$ cat src/rtl/secst_pkg.sv
// Shared mode encoding for the security state controller.
// Assumes: modes fit in three bits; OFF is the post-reset, pre-boot mode.
package secst_pkg;
    typedef enum logic [2:0] {
        MODE_OFF       = 3'd0,
        MODE_UNPROV    = 3'd1,
        MODE_MANUF     = 3'd2,
        MODE_PROD_LOCK = 3'd3,
        MODE_PROD_DBG  = 3'd4,
        MODE_RETIRED   = 3'd5,
        MODE_SECURE    = 3'd6,
        MODE_ZEROIZE   = 3'd7
    } mode_t;
endpackage

$ cat src/rtl/secst_decode.sv
// Maps the raw three-bit security word onto a mode.
// Assumes: bit 2 is the lock flag, bits 1:0 the lifecycle stage; anything
// that is not a defined code or retirement falls back to the secure mode.
module secst_decode
    import secst_pkg::*;
(
    input  logic [2:0] state_in,
    output mode_t      mode_out
);
    logic       lock_bit;
    logic [1:0] stage;

    assign lock_bit = state_in[2];
    assign stage    = state_in[1:0];

    // Purpose: pick the mode for the lock flag and lifecycle stage.
    always_comb begin
        if (stage == 2'b11)                 mode_out = MODE_RETIRED;
        else if (!lock_bit && stage == 2'b00) mode_out = MODE_UNPROV;
        else if (!lock_bit && stage == 2'b01) mode_out = MODE_PROD_DBG;
        else if (lock_bit && stage == 2'b00)  mode_out = MODE_MANUF;
        else if (lock_bit && stage == 2'b01)  mode_out = MODE_PROD_LOCK;
        else                                  mode_out = MODE_SECURE;
    end
endmodule

$ cat src/rtl/secst_fsm.sv
// Holds the active mode and applies the transition rules.
// Assumes: cold_boot marks a power cycle; only locked->unlocked-production
// is accepted live and it always passes through the zeroize phase.
module secst_fsm
    import secst_pkg::*;
(
    input  logic  clk,
    input  logic  rst_n,
    input  logic  cold_boot,
    input  mode_t req_mode,
    input  logic  zero_done,
    output mode_t cur_mode
);
    mode_t next_mode;

    // Purpose: decide the next mode from the current one and the request.
    always_comb begin
        next_mode = cur_mode;
        if (cold_boot) begin
            next_mode = req_mode;
        end else begin
            case (cur_mode)
                MODE_MANUF, MODE_PROD_LOCK:
                    if (req_mode == MODE_PROD_DBG) next_mode = MODE_ZEROIZE;
                MODE_ZEROIZE:
                    if (zero_done) next_mode = MODE_PROD_DBG;
                default: next_mode = cur_mode;
            endcase
        end
    end

    // Purpose: mode register with synchronous active-low reset.
    always_ff @(posedge clk) begin
        if (!rst_n) cur_mode <= MODE_OFF;
        else        cur_mode <= next_mode;
    end
endmodule

$ cat src/rtl/secst_keymux.sv
// Drives one override code per key while the part is insecure.
// Assumes: KINDS holds a 2-bit code per key (01 zeros, 10 ones, 11 debug).
module secst_keymux #(
    parameter int                      NUM_KEYS = 4,
    parameter logic [2*NUM_KEYS-1:0]   KINDS    = 8'hE5
) (
    input  logic                  insecure,
    output logic [2*NUM_KEYS-1:0] sel_out
);
    // Purpose: one gated field per key.
    for (genvar k = 0; k < NUM_KEYS; k++) begin : g_key
        assign sel_out[2*k +: 2] = insecure ? KINDS[2*k +: 2] : 2'b00;
    end
endmodule

$ cat src/rtl/secst_ctrl.sv
// Security state controller top: decode, mode register, key overrides.
// Assumes: key storage answers zero_req with zero_done; the debug port and
// core reset logic consume jtag_en and core_hold directly.
module secst_ctrl
    import secst_pkg::*;
#(
    parameter int                    NUM_KEYS  = 4,
    parameter logic [2*NUM_KEYS-1:0] KEY_KINDS = 8'hE5
) (
    input  logic                  clk,
    input  logic                  rst_n,
    input  logic                  cold_boot,
    input  logic [2:0]            sec_state,
    input  logic                  zero_done,
    output logic                  jtag_en,
    output logic                  zero_req,
    output logic [2*NUM_KEYS-1:0] key_sel,
    output logic                  dbg_key_sel,
    output logic                  core_hold
);
    mode_t req_mode;
    mode_t cur_mode;
    logic  insecure;

    secst_decode u_dec (
        .state_in (sec_state),
        .mode_out (req_mode)
    );

    secst_fsm u_fsm (
        .clk       (clk),
        .rst_n     (rst_n),
        .cold_boot (cold_boot),
        .req_mode  (req_mode),
        .zero_done (zero_done),
        .cur_mode  (cur_mode)
    );

    // Purpose: Moore outputs from the active mode.
    always_comb begin
        jtag_en   = (cur_mode == MODE_UNPROV) || (cur_mode == MODE_PROD_DBG);
        zero_req  = (cur_mode == MODE_ZEROIZE);
        insecure  = jtag_en || zero_req;
        core_hold = (cur_mode == MODE_OFF) || (cur_mode == MODE_RETIRED);
    end

    assign dbg_key_sel = insecure;

    secst_keymux #(
        .NUM_KEYS (NUM_KEYS),
        .KINDS    (KEY_KINDS)
    ) u_keys (
        .insecure (insecure),
        .sel_out  (key_sel)
    );
endmodule

$ cat config.mk
export PLATFORM = sky130hd
export DESIGN_NAME = secst_ctrl
export DESIGN_NICKNAME = d
export VERILOG_FILES = /design/src/rtl/secst_pkg.sv /design/src/rtl/secst_decode.sv /design/src/rtl/secst_fsm.sv /design/src/rtl/secst_keymux.sv /design/src/rtl/secst_ctrl.sv
export SDC_FILE = /design/constraint.sdc
export NUM_CORES = 1
export LEC_CHECK = 0
export ABC_AREA = 1
export BUFFER_PORTS_ARGS = -buffer_cell sky130_fd_sc_hd__clkbuf_2
export CORE_AREA = 2 2 39 41
export CTS_CLUSTER_DIAMETER = 80
export DETAILED_ROUTE_END_ITERATION = 10
export DIE_AREA = 0 0 41 43
export GPL_TIMING_DRIVEN = 0
export PLACE_DENSITY = 0.52
export SETUP_SLACK_MARGIN = 0.5
export SYNTH_ARGS = -nofsm -noshare
export SYNTH_HDL_FRONTEND = slang
export SYNTH_HIERARCHICAL = 1
export SYNTH_SLANG_ARGS = --single-unit
$ cat constraint.sdc
create_clock -name clk -period 1.08 [get_ports clk]
set_input_delay 0.324 -clock clk [delete_from_list [all_inputs] [get_ports clk]]
set_output_delay 0.324 -clock clk [all_outputs]
set_load 0.005 [all_outputs]
# After elaboration in Yosys (flattened, before gate mapping)
# Cells that the tools add are included.
# word_totals
word_cells	37
in_bits	7
ff_bits	3
out_inout_bits	12
# classes
eq_ne	11
n_reduce_logical	13
n_mux	12
# op_table
op	n
3-bit 2-to-1 mux	8
3-bit equality test, second input constant	4
3-bit by 2-bit equality test with 1-bit output, second input constant	2
3-bit case mux with 2 select lines	1
1-bit logical AND	4
2-bit 2-to-1 mux	2
3-bit by 1-bit equality test with 1-bit output, second input constant	1
3-bit logical NOT	1
1-bit logical OR	3
3-bit by 2-bit inequality test with 1-bit output, second input constant	1
3-bit inequality test, second input constant	1
3-bit AND reduction	1
3-bit nonzero test	1
2-bit by 1-bit equality test with 1-bit output, second input constant	1
2-bit equality test, second input constant	1
2-bit logical NOT	1
2-bit OR reduction	1
1-bit logical NOT	1
1-bit 2-to-1 mux	1

# Logic depth before layout (Yosys ltp)
# logic_depth
depth_word	11
depth_mapped	10
mapped_depth_nobuf	10

# Cells and area by module
# The synthesis kept the hierarchy.
# by_module_without_submodules
module	cells_per_inst	seq_area_each_um2	n_inst	area_each_um2
secst_fsm	35	60.1	1	205.2
secst_keymux	9	0.0	1	63.8
secst_ctrl	11	0.0	1	48.8
secst_decode	10	0.0	1	43.8

# Worst setup path after synthesis
# No wires, ideal clock.
# synth_path
path_kind	register to output
from	register u_fsm.cur_mode[1]
to	output port key_sel[0]
required_time_ns	0.756
arrival_time_ns	0.899
n_path_buf	1
setup_slack_ns	-0.143
stages_incl_launch_ff	6
path_cell_list	dfxtp_1 -> inv_1 -> nor2_2 -> inv_1 -> nand2_1 -> buf_4
# synth_between
elab_cells_between_ends	6
cone_classes	eq/ne (3); mux (1); reduce/logical (2)
# synth_rtl
element	line	source
start, declared	secst_fsm.sv:12	output mode_t cur_mode
start signal, assigned	secst_fsm.sv:35	else cur_mode <= next_mode;
3-bit equality test	secst_ctrl.sv:42	zero_req = (cur_mode == MODE_ZEROIZE);
net zero_req	secst_ctrl.sv:16	output logic zero_req,
1-bit logical OR	secst_ctrl.sv:43	insecure = jtag_en || zero_req;
net dbg_key_sel	secst_ctrl.sv:18	output logic dbg_key_sel,
1-bit 2-to-1 mux	secst_keymux.sv:12	assign sel_out[2*k +: 2] = insecure ? KINDS[2*k +: 2] : 2'b00;
end, declared	secst_ctrl.sv:17	output logic [2*NUM_KEYS-1:0] key_sel,
# The timed path passes the listed nets, and every way through them passes these cells.

# Final worst setup path
# layout_path
from	register u_fsm.cur_mode[2]
to	output port key_sel[2]
# layout_between
elab_chain_len	4
elab_cells_between_ends	6
cone_classes	eq/ne (3); mux (1); reduce/logical (2)
# layout_rtl
element	line	source
3-bit by 1-bit equality test with 1-bit output / 3-bit equality test (equally long branches)	secst_ctrl.sv:41	jtag_en = (cur_mode == MODE_UNPROV) || (cur_mode == MODE_PROD_DBG);
1-bit logical OR	secst_ctrl.sv:41	
1-bit logical OR *	secst_ctrl.sv:43	
1-bit 2-to-1 mux *	secst_keymux.sv:12	
# Every way passes the cells marked *; elsewhere a longest branch is shown, timed or not.

==> results by stage <==
Status:
- The flow ran to the end, but the final reports show violations.
- The final reports fail on setup timing.

Clock network:
- The maximum number of buffers from clock root to sink is 2.
- The TritonCTS clock tree is done.
- In this run the number of H-tree levels came out at 1.
- The clock reaches the later pin of the worst-skew pair after 230 ps.
- The clock input transition at the sequential cells of the worst setup and hold paths is ~40 ps.
- The number of CTS-inserted buffers is 3.
- The tree built by TritonCTS fans out to 3 sinks.
- The buffer cell driving the clock tree root is clkbuf_4.

Detailed routing:
- The overall via count from detail_route is 450.
- The detailed router finished its first iteration with 10 violations.
- The DRC violations left is 0.
- The pre-antenna-repair detailed-routing pass consisted of 4 iterations.
- Dividing the detail-routed via count by the number of cells gives roughly 4.1.
- The detail route stage leaves a number of antenna-violating nets equal to 0.
- The mean routed wirelength per cell is roughly 8 um.
- After detailed routing, the total wire length is just under 900 um.

Power:
- For this design the ratio of total power to cell area is roughly 1200 nW/um2.
- For this design the static power due to leakage is 0.372 nW.
- The worst-case IR drop observed on VDD is 0.636 mV.

STA:
- Clock skew on the completed layout was measured at ~0.13 ps.
- Across all setup checks in the final design, the least slack found is -333 ps.
- The max-slew violation total from the final report is 0.
- The tightest hold path in the finished design has a slack of between 300 and 400 ps.
- Setup violations remaining at the end of the flow were counted as 12.
- The ratio of final minimum period to clock period is 131%.
- The final sum of negative setup slack is -3140 ps.
- Setup repair after global routing could not meet its margin everywhere.
- Static timing analysis puts the maximum clock frequency at 708 MHz.
- The final critical-path required period is about 1400 ps.
- The total count of hold-check failures in the final report is 0.

Cells and area:
- The flip-flop count of the largest register, all copies and words added is 3.
- The share of post-route cells with drive strength above 1 is around two thirds.
- The layout-stage area growth over the synthesis result is 91.3%.
- 0 antenna diodes ended up in the layout.
- The register with the most flip-flops is u_fsm/cur_mode.
- The final layout contains 101 nets.
- The largest registers in the layout are u_fsm/cur_mode: 3 flops.
- The filler cell count is 139.

Synthesis:
- Summed over its instances, the top area cell type makes up about 18% of the synthesized netlist area.
- The average instance area after synthesis is around 5.6 um2.
- The sequential element share of the synthesized area is 16.6%.
- The flop and latch count out of synthesis is 3.
- The number of warnings issued by yosys is 6.
- Synthesis produced 65 cells.
- The post-synthesis cell type count is 13.
- The library cell with the largest summed area after synthesis is nand2_1.
- Summing every instance area after synthesis gives 362 um2.
- Ranked by total cell area, the synthesized netlist is headed by nand2_1 18%, dfxtp_1 17%, buf_4 17%.

Hold path:
- The source of the worst hold timing path is rst_n.
- The path with the worst hold slack has its endpoint at u_fsm/cur_mode[2]$_SDFFE_PN0P_.
- The min-delay analysis places its worst path in the category in -> reg.
- The instance count along the most critical hold path is 3.

GRT:
- Across every metal layer, demand over resource in global routing totals a little under an eighth.
- The residual overflow from global routing is 0.
- The number of antenna violations at the first check in global routing was 0.
- The wire length of the first global-routing pass is approximately 1300 um.
- The number of global-route vias before repair is 359.
- The maximum number of pins on one net before global-route repair is 7.

Floorplan:
- The vertical die dimension is 43 um.
- The die is approximately 41 um wide.
- The total die area is between 1500 and 2000 um2.
- 19 I/O pins were placed.
- Row generation in the floorplan step produced 14 rows.
- The area of the core is 1380 um2.
- Once the floorplan was initialized, standard cells occupied about a quarter of the core.

Critical path:
- The critical path launch point type is a flop.
- The arrival time at the worst endpoint is about 1100 ps.
- The worst register-to-register path has a setup slack of -160 ps.
- In this run the worst path has a maximum fanout of 6.
- The worst reg2reg path endpoint is u_fsm/cur_mode[0]$_SDFFE_PN0P_.
- In this run the critical register-to-register path is launched from u_fsm/cur_mode[2]$_SDFFE_PN0P_.
- STA puts the critical path data required time at 760 ps.
- The number of cells traversed by the worst register-to-register path is 10.
- The type of element capturing the critical path is an output pin.
- The critical path in this run is classified as reg -> out.

Place:
- Port buffering added 15 buffers.
- Detailed placement ended at an HPWL of approximately 600 um.
- The final weighted congestion of routability-driven global placement is 0.701.

Flow run:
- Across the run, the number of max-cap violations was 0.
worst max path at each step:
stage                                   startpoint                             end  slack, ps  cells after the start
CTS                 u_fsm/cur_mode[0]$_SDFFE_PN0P_                      key_sel[0]       -340                      6
finish              u_fsm/cur_mode[2]$_SDFFE_PN0P_                      key_sel[2]       -330                      6
detailed placement                    sec_state[1]  u_fsm/cur_mode[0]$_SDFFE_PN0P_       -180                     11
global route        u_fsm/cur_mode[2]$_SDFFE_PN0P_                      key_sel[2]       -390                      6
floorplan           u_fsm/cur_mode[0]$_SDFFE_PN0P_                      key_sel[0]        -20                      5
global placement                      sec_state[1]  u_fsm/cur_mode[0]$_SDFFE_PN0P_       -160                     11
cells in the mapped netlist (all sizes together):
| cell type | count |
|---|---|
| nand2 | 18 |
| inv | 13 |
| nor2 | 11 |
| buf | 8 |
| nand3 | 7 |
| dfxtp | 3 |
| o21ai | 2 |
| a21oi | 1 |
| conb | 1 |
| o21a | 1 |
metrics by stage:
step	worst slack [ps]	util (%)	total power, mW	instance area (um2)	cells
after CTS	-336	45.8	0.765	633	106
after global placement	-162	37.7	0.467	522	98
after detailed placement	-185	37.7	0.470	522	98
after global routing	-389	50.0	0.880	692	109
final	-333	50.0	0.814	692	109
after floorplan	-17.7	-	0.378	427	67
power by group:
part,internal [mW],leakage (nW),switching (mW),total [mW]
Sequential,0.128,0.0267,0.0161,0.144
Combinational,0.272,0.330,0.203,0.475
Clock,0.138,0.0150,0.0567,0.195
logic make-up after synthesis:
group,Yosys count,synth area share (%)
compound gates,4,6.23
buf+inv,21,30.1
flops,3,16.6
other cells,1,1.04
simple gates,36,46.0
metal layers:
| layer | global-route usage [%] | vias up | wire [um] |
|---|---|---|---|
| met5 | 0 | - | 0 |
| li1 | - | 240 | - |
| met4 | 12.0 | 0 | 19 |
| met1 | 12.5 | 194 | 297 |
| met3 | 3.14 | 2 | 47 |
| met2 | 16.9 | 14 | 514 |
worst max-delay path, cell delays in order (launching register included):
cell and delay [ps]:
dfxtp_4 360, inv_2 50, nand2_4 80, nand3_4 70
nand2_4 120, buf_6 100, buf_6 80
repair_timing:
item / in CTS / in global routing
gates resized for setup: 15 / 10
pin swaps: 5 / 9
hold buffers: 0 / 0
setup endpoints to repair: 12 / 12
buffers inserted: 4 / 3
hold endpoints to repair: 0 / 0
cell type report:
class	count	area, um2	share of cell area (%)
multi-input cells	43	282	40.7
flip-flops and latches	3	71.3	10.3
repair buffers	22	163	23.5
well taps	16	20.0	2.89
plain buffers	8	78.8	11.4
inverters	13	51.3	7.41
clock buffers	4	26.3	3.80
cell usage in the layout (no fill, tap or decap), types with 3 or more instances in the layout:
cell,instances
clkbuf_4,3
nand2_4,4
buf_4,9
inv_2,5
nand3_1,3
nor2_2,5
clkbuf_2,9
nand2_1,11
nor2_1,4
buf_6,11
dfxtp_4,3
inv_1,7
conb_1,3
nand2_2,3
No activity file was read; power rests on OpenSTA's default activity.
